**src/rtl/sortvote_pkg.sv**
```systemverilog
package sortvote_pkg;
  // Index of the sorted wire that carries the vote: the (floor(k/2)+1)-th
  // wire counted from the high (maximum) end of the network.
  function automatic int unsigned vote_tap(input int unsigned k);
    return k - 1 - (k / 2);
  endfunction
endpackage

```
**src/rtl/sortvote_cmp.sv**
```systemverilog
module sortvote_cmp (
  input  logic a,
  input  logic b,
  output logic lo,
  output logic hi
);
  assign lo = a & b;
  assign hi = a | b;
endmodule

```
**src/rtl/sortvote_net.sv**
```systemverilog
module sortvote_net #(
  parameter int unsigned K = 8
) (
  input  logic [K-1:0] din,
  output logic [K-1:0] dout
);
  localparam int unsigned STAGES = K;

  logic [K-1:0] lane [0:STAGES];

  assign lane[0] = din;

  for (genvar s = 0; s < STAGES; s++) begin : g_stage
    localparam int unsigned PAR = s % 2;
    for (genvar i = 0; i < K; i++) begin : g_wire
      if (((i % 2) == PAR) && (i + 1 < K)) begin : g_cmp
        sortvote_cmp u_cmp (
          .a  (lane[s][i]),
          .b  (lane[s][i+1]),
          .lo (lane[s+1][i]),
          .hi (lane[s+1][i+1])
        );
      end else if (!((i > 0) && (((i - 1) % 2) == PAR))) begin : g_pass
        assign lane[s+1][i] = lane[s][i];
      end
    end
  end

  assign dout = lane[STAGES];
endmodule

```
**src/rtl/sortvote_reg.sv**
```systemverilog
module sortvote_reg #(
  parameter int unsigned W   = 9,
  parameter bit          REG = 1'b1
) (
  input  logic         clk,
  input  logic         rst,
  input  logic [W-1:0] d,
  output logic [W-1:0] q
);
  if (REG) begin : g_ff
    always_ff @(posedge clk) begin
      if (rst) q <= '0;
      else     q <= d;
    end
  end else begin : g_wire
    assign q = d;
  end
endmodule

```
**src/rtl/sortvote_majority.sv**
```systemverilog
module sortvote_majority #(
  parameter int unsigned K       = 8,
  parameter bit          REG_OUT = 1'b1
) (
  input  logic         clk,
  input  logic         rst,
  input  logic [K-1:0] sums,
  output logic [K-1:0] sorted,
  output logic         vote
);
  import sortvote_pkg::*;

  localparam int unsigned TAP = vote_tap(K);
  localparam int unsigned W   = K + 1;

  logic [K-1:0] net_out;
  logic [W-1:0] stage_d;
  logic [W-1:0] stage_q;

  sortvote_net #(.K(K)) u_net (
    .din  (sums),
    .dout (net_out)
  );

  assign stage_d = {net_out[TAP], net_out};

  sortvote_reg #(.W(W), .REG(REG_OUT)) u_out (
    .clk (clk),
    .rst (rst),
    .d   (stage_d),
    .q   (stage_q)
  );

  assign sorted = stage_q[K-1:0];
  assign vote   = stage_q[K];
endmodule

```
**config.mk**
```make
export PLATFORM = sky130hd
export DESIGN_NAME = sortvote_majority
export DESIGN_NICKNAME = d
export VERILOG_FILES = /design/src/rtl/sortvote_pkg.sv /design/src/rtl/sortvote_cmp.sv /design/src/rtl/sortvote_net.sv /design/src/rtl/sortvote_reg.sv /design/src/rtl/sortvote_majority.sv
export SDC_FILE = /design/constraint.sdc
export NUM_CORES = 1
export LEC_CHECK = 0
export BUFFER_PORTS_ARGS = -buffer_cell sky130_fd_sc_hd__buf_2
export CORE_UTILIZATION = 35
export DETAILED_ROUTE_END_ITERATION = 16
export GPL_ROUTABILITY_DRIVEN = 1
export GPL_TIMING_DRIVEN = 0
export SYNTH_ARGS = -nofsm -noshare
export SYNTH_HDL_FRONTEND = slang
export SYNTH_SLANG_ARGS = --single-unit
```
**constraint.sdc**
```tcl
create_clock -name clk -period 2.4 [get_ports clk]
set_clock_uncertainty 0.15 [all_clocks]
set_input_delay 0.48 -clock clk [delete_from_list [all_inputs] [get_ports clk]]
set_output_delay 0.48 -clock clk [all_outputs]
set_load 0.02 [all_outputs]
```
==> results.toml, run 1 <==
[timing]
fin_ws_ns = 0.922
fin_crit_sh = 0.616
setup_tns_ns = 0
min_period_ns = 1.48
drv_slew = 0
max_freq_mhz = 676
setup_viol = 0
finalHoldViolCount = 0
whs_ns = 0.329
grt_setup_unrepaired = "false"
slew-limit-headroom = 0.785
worst_pin_slew_ns = 0.320

[critical_path]
path_max_fanout = 10
crit_chain = "buf_6 -> or3_4 -> nor4_2 -> o21bai_1 -> a21oi_1"
crit_end = "u_out.q[6]$_SDFF_PP0_"
cp-end-kind = "flop"
crit_arrival_ns = 1.47
crit_type = "in -> reg"
slowest_delay_ns = 0.39
critical_path_buf_inv_count = 1
cp-start-kind = "input pin"
path_delay_family = "simple AND/OR/NAND/NOR gates"
crit_slowest_cell = "or3_4"
cp-startpoint = "sums[4]"
crit_required_ns = 2.39
critical_path_cell_count = 5

[clock_tree]
htreeDepth = 1
cts_setup_buffers = 0
cts_made_buffers = 3
cts_sinks = 8
cts_resized = 0
root_buffer = "clkbuf_4"
clk_path_buf_depth = 2
cts-hold-fix-buffers = 0
path_clk_slew_ns = 0.05
cts_tree = "done"

[pwr]
leakage_uw = 0.000282
p_sw_frac = 0.290
power.share.sequential = 0.425
ir_drop_mv = 0.282
switching_power_uw = 97.4
p_int_uw = 238
p_clk_frac = 0.291
p_per_area_nw_per_um2 = 507
p_comb_frac = 0.284

[synth]
synthesis.area_um2 = 551
ys_seq_area_frac = 0.291
postSynthCellCount = 66
syn_avg_cell_area_um2 = 8.34
synth_edf_count = 0
ys_warn_count = 0
yosys.cell_types.count = 28
synth_fp_nets = 76
ys_seq_elements = 8
async_flop_share = 0
synth_flop_cell = "dfxtp_1"

[run]
drv_cap = 0

[floorplan]
rows = 13
die_h_um = 41.7
num_io_pins = 19
die_w_um = 41.7
initial_core_util = 0.398
coreArea_um2 = 1380
die_area_um2 = 1740

[grt]
antenna_found_initial = 0
track_usage = 0.121
grt_pass1_vias = 412
grt_max_degree = 11
grt_overflow = 0
grt_pass1_wl_um = 1640

[drt]
ant_nets = 0
drc_errors = 0
dr.pass1.iters = 3
routedWlPerCell_um = 10.5
vias = 512
totalWireLength_um = 1030
drtIter0Drc = 5
viasPerCell = 5.22

[hold_path]
hold_path.class = "in -> reg"

[finish]
largest_register_ffs = 8
final_area_um2 = 662
drive_above_1_share = 0.373
fin_nets = 95
top_regs = "u_out.q x8"
area_growth_pct = 20.2
n_antenna_cell = 0
regMostFlops = "u_out.q"

[place]
dp_hpwl_um = 824
io_buffers = 14
pre_cts_slack_ns = 0.653
placed_cell_area_um2 = 639
gp_congestion = 0.746

[outcome]
status = "finished, final reports clean"
==> cell type report <==
cell class / count / area, um2
well taps: 15 / 18.8
inverters: 2 / 7.51
plain buffers: 5 / 52.6
clock buffers: 3 / 22.5
flip-flops and latches: 8 / 160
multi-input cells: 51 / 330
fillers: 155 / 721
repair buffers: 14 / 70.1
==> metrics by stage <==
| step | cells | utilization | power (uW) |
|---|---|---|---|
| final | 98 | 0.479 | 336 |
| after global routing | 98 | 0.479 | 360 |
| after detailed placement | 95 | 0.462 | 242 |
| after floorplan | 66 | - | 216 |
| after CTS | 98 | 0.479 | 341 |
| after global placement | 95 | 0.462 | 240 |
==> layer usage <==
layer | track usage | share of wire
met1 | 0.149 | 0.50
met2 | 0.191 | 0.45
met3 | 0.0609 | 0.047
met4 | 0.0194 | 0
met5 | 0 | 0
==> logic make-up (layout without fill, tap and decap cells) <==
logic type / after synthesis / after routing / share of synthesized area
AOI/OAI and AO/OA: 26 / 26 / 0.341
and+or+nand+nor: 25 / 25 / 0.259
DFF: 8 / 8 / 0.291
buffers and inverters: 7 / 24 / 0.109
==> cell usage after synthesis (all sizes together) (2+ instances only) <==
cell type,count,area share
nand4,2,0.023
o22ai,2,0.023
o21ai,8,0.080
buf,5,0.095
nand3,2,0.018
nor2,6,0.041
nor3,2,0.018
nand2,7,0.048
a21oi,7,0.064
inv,2,0.014
dfxtp,8,0.29
nor4,2,0.045
==> power groups by stage <==
stage	Combinational [uW]	Clock (uW)	Sequential, uW
2_1_floorplan	60.0	0	156
5_1_grt	105	111	143
3_5_place_dp	95.9	0	146
3_3_place_gp	95.1	0	145
4_1_cts	95.9	102	143
6_report	95.3	97.6	143
==> how the worst min path moves through the flow <==
stage	from	end	cells past startpoint
5_1_grt	rst	u_out.q[6]$_SDFF_PP0_	2
2_1_floorplan	rst	u_out.q[6]$_SDFF_PP0_	1
6_report	rst	u_out.q[7]$_SDFF_PP0_	2
4_1_cts	rst	u_out.q[7]$_SDFF_PP0_	2
3_5_place_dp	rst	u_out.q[7]$_SDFF_PP0_	2
3_3_place_gp	rst	u_out.q[7]$_SDFF_PP0_	2
==> placed cells by master, fill, tap and decap left out, types with 2 or more instances in the layout <==
cell type	synthesis	final
clkbuf_4	0	3
inv_1	2	2
buf_6	4	4
dfxtp_1	8	8
a21oi_1	7	7
nand2_1	7	7
nand3_1	2	2
nand4_1	2	2
buf_2	0	14
o21ai_1	3	3
nor2_1	6	6
nor3_1	2	2
nor4_2	2	2
o22ai_1	2	2
o21ai_0	4	4
(Power assumes the default switching activity.)
==> run 2: changes to the inputs <==
--- a/config.mk
+++ b/config.mk
@@ -5,6 +5,7 @@
 export SDC_FILE = /design/constraint.sdc
 export NUM_CORES = 1
 export LEC_CHECK = 0
+export ABC_AREA = 1
 export BUFFER_PORTS_ARGS = -buffer_cell sky130_fd_sc_hd__buf_2
 export CORE_UTILIZATION = 35
 export DETAILED_ROUTE_END_ITERATION = 16
==> constraint.sdc (replaced) <==
create_clock -name clk -period 1.2 [get_ports clk]
set_clock_uncertainty 0.15 [all_clocks]
set_input_delay 0.24 -clock clk [delete_from_list [all_inputs] [get_ports clk]]
set_output_delay 0.24 -clock clk [all_outputs]
set_load 0.02 [all_outputs]
==> results.toml, run 2 <==
[outcome]
status = "finished, final reports clean"

[timing]
grt_setup_unrepaired = "true"
fin_crit_sh = 0.990
min_period_ns = 1.19
fin_ws_ns = 0.0117
slew-limit-headroom = 0.870
max_freq_mhz = 842
finalHoldViolCount = 0
setup_viol = 0
worst_pin_slew_ns = 0.194
drv_slew = 0

[run]
drv_cap = 0

[finish]
top_regs = "u_out.q x8"
n_antenna_cell = 0
fin_nets = 132
final_common_cell = "nand2_1"
area_growth_pct = 39.2
drive_above_1_share = 0.442
largest_register_ffs = 8
layout_common_cells = "24 x nand2_1, 16 x inv_1, 15 x buf_2"
final_cells = 136
regMostFlops = "u_out.q"

[clock_tree]
cts-hold-fix-buffers = 0
root_buffer = "clkbuf_4"
cts_setup_buffers = 0
clk_path_buf_depth = 2
cts_made_buffers = 3
htreeDepth = 1
path_clk_slew_ns = 0.06
cts_tree = "done"
cts_sinks = 8

[pwr]
p_comb_frac = 0.337
p_sw_frac = 0.334
p_per_area_nw_per_um2 = 905
leakage_uw = 0.000439
power_uw = 736
ir_drop_mv = 0.342
p_clk_frac = 0.275
power.share.sequential = 0.388
switching_power_uw = 246
p_int_uw = 491

[synth]
synth.most_common_cell = "nand2_1"
synth_common_cells = "30 x nand2_1, 18 x nor2_1, 16 x inv_1"
ys_seq_elements = 8
yosysTopAreaCell = "dfxtp_1"
postSynthCellCount = 99
synthesis.area_um2 = 584
ys_seq_area_frac = 0.274
syn_avg_cell_area_um2 = 5.90
synth_fp_nets = 109
synth_area_leaders = "dfxtp_1 27%, nand2_1 19%, nor2_1 12%"
yosysTopAreaCellShare = 0.274
yosys.cell_types.count = 19
synth_flop_cell = "dfxtp_1"
async_flop_share = 0
synth_edf_count = 0
ys_warn_count = 0

[grt]
grt_overflow = 0
track_usage = 0.121
antenna_found_initial = 0
grt_pass1_vias = 479
grt_max_degree = 7
grt_pass1_wl_um = 1720

[floorplan]
die_area_um2 = 1840
num_io_pins = 19
die_h_um = 42.9
coreArea_um2 = 1540
rows = 14
die_w_um = 42.9
initial_core_util = 0.379

[critical_path]
crit_chain = "buf_4 -> buf_6"
path_delay_family = "flip-flops"
crit_type = "reg -> out"
critical_path_buf_inv_count = 2
path_max_fanout = 2
crit_slowest_cell = "dfxtp_1"
slowest_delay_ns = 0.30
cp-startpoint = "u_out.q[3]$_SDFF_PP0_"
crit_arrival_ns = 0.80
cp-start-kind = "flop"
crit_required_ns = 0.81
cp-end-kind = "output port"

[place]
placed_cells_incl_taps = 133
dp_hpwl_um = 867
pre_cts_slack_ns = -0.233
gp_congestion = 0.754
io_buffers = 18

[drt]
viasPerCell = 4.35
drc_errors = 0
totalWireLength_um = 1080
vias = 592
drtIter0Drc = 4
routedWlPerCell_um = 7.92
ant_nets = 0
dr.pass1.iters = 3

[hold_path]
holdCritStartpoint = "rst"
hold_path.class = "in -> reg"
[run 2: changes by cell type after synthesis, sizes merged, moves of 4 or more]
cell   before  now
nor2        6   24
a21oi       7    3
o21ai       8    3
nand2       7   36
inv         2   17
buf         5    1
[run 2: power groups by stage]
stage	Sequential [uW]	Clock, uW	Combinational (uW)
6_report	285	203	248
5_1_grt	286	227	276
4_1_cts	285	209	214
3_5_place_dp	291	0	209
3_3_place_gp	291	0	207
2_1_floorplan	313	0	130
[run 2: cell type report]
cell class	count	area, um2
plain buffers	1	7.51
clock buffers	3	22.5
inverters	17	66.3
multi-input cells	73	424
well taps	16	20.0
repair buffers	18	113
flip-flops and latches	8	160
fillers	163	728
[run 2: through the flow]
stage / instance area [um2] / util / hold slack, ns / setup TNS (ns)
floorplan: 589 / - / 0.159 / 0
global placement: 699 / 0.454 / 0.304 / -1.32
detailed placement: 699 / 0.454 / 0.301 / -1.41
CTS: 728 / 0.472 / 0.0322 / 0
global route: 813 / 0.528 / 0.0356 / -0.0706
finish: 813 / 0.528 / 0.0399 / 0
[run 2: cell families (layout without fill, tap and decap cells)]
family                 count (synthesis)  in the layout  synth area share
flip-flops                             8              8             0.274
AO/OA/AOI/OAI                          7              7            0.0771
buffers and inverters                 18             39             0.122
AND/OR/NAND/NOR                       66             66             0.527
[run 2: final timing paths]
check | cells after the start | end
max | 2 | sorted[3]
min | 2 | u_out.q[7]$_SDFF_PP0_
[run 2: routing by layer]
layer	track usage	share of wire
met5	0	0
met4	0.0563	0
met3	0.0255	0.033
met2	0.218	0.54
met1	0.131	0.43
[run 2: repair_timing]
| action | 4_1_cts | 5_1_grt |
|---|---|---|
| pin swaps | 0 | 13 |
| hold endpoints to repair | 0 | 0 |
| resized for setup | 2 | 24 |
| setup endpoints to repair | 1 | 6 |
